## src/rtl/bsl_alu_pkg.sv

```systemverilog
package bsl_alu_pkg;

   typedef enum logic [3:0] {
      OP_AND  = 4'b0000,
      OP_OR   = 4'b0001,
      OP_ADD  = 4'b0010,
      OP_SUB  = 4'b0110,
      OP_SLT  = 4'b0111,
      OP_NOR  = 4'b1100,
      OP_NAND = 4'b1101
   } alu_op_e;

   // Slice output selector values (operation bits 1:0)
   localparam logic [1:0] SEL_AND  = 2'b00;
   localparam logic [1:0] SEL_OR   = 2'b01;
   localparam logic [1:0] SEL_SUM  = 2'b10;
   localparam logic [1:0] SEL_LESS = 2'b11;

   function automatic logic op_is_legal(input logic [3:0] op);
      case (op)
         OP_AND, OP_OR, OP_ADD, OP_SUB, OP_SLT, OP_NOR, OP_NAND: op_is_legal = 1'b1;
         default:                                                op_is_legal = 1'b0;
      endcase
   endfunction

endpackage

```

## src/rtl/bsl_alu_decode.sv

```systemverilog
module bsl_alu_decode
   import bsl_alu_pkg::*;
(
   input  logic [3:0] op_i,
   output logic       a_inv_o,
   output logic       b_inv_o,
   output logic [1:0] sel_o,
   output logic       legal_o
);

   // Bit-wise decode: each control comes straight from one opcode field
   assign a_inv_o = op_i[3];
   assign b_inv_o = op_i[2];
   assign sel_o   = op_i[1:0];
   assign legal_o = op_is_legal(op_i);

endmodule

```

## src/rtl/bsl_alu_slice.sv

```systemverilog
module bsl_alu_slice
   import bsl_alu_pkg::*;
#(
   parameter bit IS_MSB = 1'b0
) (
   input  logic       a_i,
   input  logic       b_i,
   input  logic       a_inv_i,
   input  logic       b_inv_i,
   input  logic       cin_i,
   input  logic       less_i,
   input  logic [1:0] sel_i,
   output logic       res_o,
   output logic       cout_o,
   output logic       set_o
);

   logic a_eff, b_eff, sum;

   assign a_eff  = a_i ^ a_inv_i;
   assign b_eff  = b_i ^ b_inv_i;
   assign sum    = a_eff ^ b_eff ^ cin_i;
   assign cout_o = (a_eff & cin_i) | (b_eff & cin_i) | (a_eff & b_eff);

   always_comb begin
      case (sel_i)
         SEL_AND:  res_o = a_eff & b_eff;
         SEL_OR:   res_o = a_eff | b_eff;
         SEL_SUM:  res_o = sum;
         default:  res_o = less_i;
      endcase
   end

   // Only the top slice produces the overflow-corrected sign
   if (IS_MSB) begin : g_msb
      assign set_o = sum ^ (cin_i ^ cout_o);
   end else begin : g_plain
      assign set_o = 1'b0;
   end

endmodule

```

## src/rtl/bsl_alu_zero.sv

```systemverilog
module bsl_alu_zero #(
   parameter int WIDTH = 32
) (
   input  logic [WIDTH-1:0] vec_i,
   output logic             zero_o
);

   assign zero_o = ~|vec_i;

endmodule

```

## src/rtl/bsl_alu.sv

```systemverilog
module bsl_alu
   import bsl_alu_pkg::*;
#(
   parameter int WIDTH = 32
) (
   input  logic [WIDTH-1:0] a_i,
   input  logic [WIDTH-1:0] b_i,
   input  logic [3:0]       op_i,
   output logic [WIDTH-1:0] result_o,
   output logic             zero_o
);

   localparam int MSB = WIDTH - 1;

   if (WIDTH < 2) begin : g_bad_width
      $error("bsl_alu: WIDTH must be at least 2");
   end

   logic             a_inv, b_inv, legal;
   logic [1:0]       sel;
   logic [WIDTH-1:0] raw;
   logic [WIDTH-1:0] set_vec;
   logic             less0;

   bsl_alu_decode i_decode (
      .op_i    (op_i),
      .a_inv_o (a_inv),
      .b_inv_o (b_inv),
      .sel_o   (sel),
      .legal_o (legal)
   );

   // Only the MSB slice drives a nonzero set bit
   assign less0 = |set_vec;

   for (genvar i = 0; i < WIDTH; i++) begin : g_slice
      logic cin, cout, less;
      if (i == 0) begin : g_first
         assign cin  = b_inv;
         assign less = less0;
      end else begin : g_next
         assign cin  = g_slice[i-1].cout;
         assign less = 1'b0;
      end
      bsl_alu_slice #(.IS_MSB(i == MSB)) i_slice (
         .a_i     (a_i[i]),
         .b_i     (b_i[i]),
         .a_inv_i (a_inv),
         .b_inv_i (b_inv),
         .cin_i   (cin),
         .less_i  (less),
         .sel_i   (sel),
         .res_o   (raw[i]),
         .cout_o  (cout),
         .set_o   (set_vec[i])
      );
   end

   assign result_o = legal ? raw : '0;

   bsl_alu_zero #(.WIDTH(WIDTH)) i_zero (
      .vec_i  (result_o),
      .zero_o (zero_o)
   );

   // Behavioural cross-checks of the ripple structure
   always_comb begin
      case (op_i)
         OP_AND:  a_r1_and:  assert (result_o == (a_i & b_i)) else $error("R1 AND mismatch");
         OP_OR:   a_r2_or:   assert (result_o == (a_i | b_i)) else $error("R2 OR mismatch");
         OP_ADD:  a_r3_add:  assert (result_o == WIDTH'(a_i + b_i)) else $error("R3 add mismatch");
         OP_SUB:  a_r4_sub:  assert (result_o == WIDTH'(a_i - b_i)) else $error("R4 sub mismatch");
         OP_SLT:  a_r5_slt:  assert (result_o == {{(WIDTH-1){1'b0}}, ($signed(a_i) < $signed(b_i))})
                                else $error("R5 slt mismatch");
         OP_NOR:  a_r6_nor:  assert (result_o == ~(a_i | b_i)) else $error("R6 NOR mismatch");
         OP_NAND: a_r7_nand: assert (result_o == ~(a_i & b_i)) else $error("R7 NAND mismatch");
         default: a_r8_illegal: assert (result_o == '0 && zero_o) else $error("R8 illegal code not zero");
      endcase
      a_r9_zero: assert (zero_o == (result_o == '0)) else $error("R9 zero flag mismatch");
   end

endmodule

```

## config.mk

```make
export PLATFORM = sky130hd
export DESIGN_NAME = bsl_alu
export DESIGN_NICKNAME = d
export VERILOG_FILES = /design/src/rtl/bsl_alu_pkg.sv /design/src/rtl/bsl_alu_decode.sv /design/src/rtl/bsl_alu_slice.sv /design/src/rtl/bsl_alu_zero.sv /design/src/rtl/bsl_alu.sv
export SDC_FILE = /design/constraint.sdc
export NUM_CORES = 1
export LEC_CHECK = 0
export BUFFER_PORTS_ARGS = -buffer_cell sky130_fd_sc_hd__buf_2
export CORE_ASPECT_RATIO = 0.6
export CORE_UTILIZATION = 50
export DETAILED_ROUTE_END_ITERATION = 8
export PLACE_DENSITY = 0.84
export SYNTH_ARGS = -nofsm -noshare
export SYNTH_HDL_FRONTEND = slang
export SYNTH_SLANG_ARGS = --single-unit
```

## constraint.sdc

```tcl
create_clock -name vclk -period 22.3
set_input_delay 2.23 -clock vclk [all_inputs]
set_output_delay 2.23 -clock vclk [all_outputs]
set_load 0.01 [all_outputs]
```

==> impl_results.md <==
- Register Area: 0 um^2
- Status: complete, no violations
- Worst-Margin Slew: 0.993 ns
- Rel. slew slack: 33.8%
- Utilization after layout: 59.1%
- Pleak: 2.19 nW
- Total power: 0.109 mW
- Initial antenna violation count: 0
- Crit share post-route: 91.8%
- DRT iter0 DRCs: 115
- Crit Path Max Fanout: 37
- Share of cells above drive strength 1: 20.8%
- Postcts setup bufs: 0
- Sequential power share: 0%
- Critical path's slowest cell: fa_1
- Synthesized net count: 604
- Initial Utilization: 52.3%
- Area contributors post-synth: ha_1 23%, fa_1 18%, xor2_1 16%
- Synthesis Warnings: 0
- Port-buffer cells: 101
- Syn_area_per_cell: 8.02 um^2
- Via count: 2,993
- Cell Pwr Density: 27.2 nW/um^2
- Remaining antenna violation count: 0
- Unique masters post-synth: 29
- Net Sw Power: 0.0639 mW
- Dpl ws: 1.72 ns
- Synth area leader: ha_1
- Die ar.: 7420 um^2
- Fill cell count: 617
- WHS Path Cells: 8
- Comb pwr share: 100.0%
- Post-detailed-route via-to-cell ratio: 4.95
- Die Span Y: 67.1 um
- Grt total ovfl: 0
- Maximum vdd drop: 0.0175 mV
- Detailed-route wire length: 7720 um
- Required @ worst endpoint: 20.07 ns
- FFs & Latches: 0
- Post-synthesis cell count: 441
- CORE AREA: 6760 um^2
- Fmax: 0.0488 GHz
- Crit path time final: 20.48 ns
- Syn-to-layout area delta: 13.0%
- Pins Over Slew Limit: 0
- Global Route Usage Sum: 20.3%
- Post-synth top cells: 69 x inv_1, 64 x ha_1, 64 x xor2_1
- First-pass GRT wire length: 12,600 um
- Number of gates resized after CTS: 0
- Vias in the first global route: 2,833
- Antenna Cells: 0
- Largest net degree at the start of global routing: 92
- Max Cap Viol: 0
- TNS Setup: 0 ns
- Io pins: 101
- Most common cell in the netlist: inv_1
- Rows: 23
- Sw frac: 58.8%
- Pre-antenna DRT Iters: 4
- Power share of the clock group: 0%
- CP startpoint kind: primary input
- Die width: 111 um
- Hold Path Class: primary input to output port
- Int Power: 0.0447 mW
- Final HPWL DP: 6290 um
- Post-route DRC: 0
- CP Capture Type: output port
- Final Hold Viols: 0
- Post-synth top area share: 22.6%
- Post-CTS Hold Fix Bufs: 0
- Unrepaired setup endpoints after global routing: false
- Clock buffer count: 0
- # setup viols final: 0
- Nets@finish: 683
- Setup CP Type: primary input to output port
- Slowest stage delay, CP: 0.50 ns
- Post-Syn Area: 3540 um^2
- Seq/Total Area, Yosys: 0%
- Placer congestion estimate: 0.909
- Worst setup margin: 1.82 ns
- Most used cell, CP: fa_1
- Wirelength per Cell: 12.8 um
- Crit path DAT: 18.25 ns
[power by group through the flow]
| stage | logic (mW) | registers [mW] | clock network, mW |
|---|---|---|---|
| 2_1_floorplan | 0.0789 | 0 | 0 |
| 3_3_place_gp | 0.104 | 0 | 0 |
| 3_5_place_dp | 0.109 | 0 | 0 |
| 4_1_cts | 0.109 | 0 | 0 |
| 5_1_grt | 0.126 | 0 | 0 |
| 6_report | 0.109 | 0 | 0 |
[metal layers]
layer | vias up | track usage [%] | part of all wire, %
met5 | - | 0 | 0
met4 | 0 | 0.333 | 0
met3 | 0 | 1.08 | 5.9
met2 | 95 | 36.6 | 46
met1 | 1385 | 28.8 | 49
li1 | 1513 | - | -
[layout make-up]
cell class,instances,area (um^2),share of cell area [%]
Multi-Input combinational cell,345,3100,77.6
Inverter,69,259,6.48
Tap cell,87,109,2.73
Timing Repair Buffer,104,528,13.2
[placed cells by master, fill, tap and decap left out, types with 7 or more instances in the layout]
cell type,Yosys,routed
nand2b_1,14,14
o31ai_1,26,26
o21ai_0,26,26
a21oi_1,7,7
nor2b_1,51,51
inv_1,69,69
buf_2,11,101
nor2_1,38,38
ha_1,64,64
fa_1,31,31
xor2_1,64,64
[metrics by stage]
stage | hold slack [ns] | cell area, um^2 | std cells
finish | 5.17 | 3990 | 605
global placement | 5.16 | 3990 | 605
CTS | 5.17 | 3990 | 605
detailed placement | 5.18 | 3990 | 605
floorplan | 4.87 | 3540 | 441
global route | 5.25 | 3990 | 605
[worst max-delay path: cells and delay by family]
kind	cells	cell delay, ns
buf+inv	7	1.10
compound gates	1	0.15
xor+xnor	1	0.25
simple gates	3	0.42
fa+ha+maj	31	14.09
[cell families (layout without fill, tap and decap cells)]
group | Yosys count | after routing | share of synthesized area, %
buffers and inverters | 96 | 173 | 12.4
xor gates and xnor gates | 66 | 66 | 16.3
adders and majority gates | 95 | 95 | 40.2
AOI/OAI and AO/OA | 68 | 68 | 12.5
muxes | 1 | 1 | 0.637
and+or+nand+nor | 115 | 115 | 17.9
[worst paths after layout]
kind                  startpoint  slack, ns            to
worst max-delay path     op_i[3]       1.82        zero_o
worst min-delay path     a_i[26]       5.17  result_o[26]
Power figures use the tool's default switching activity.
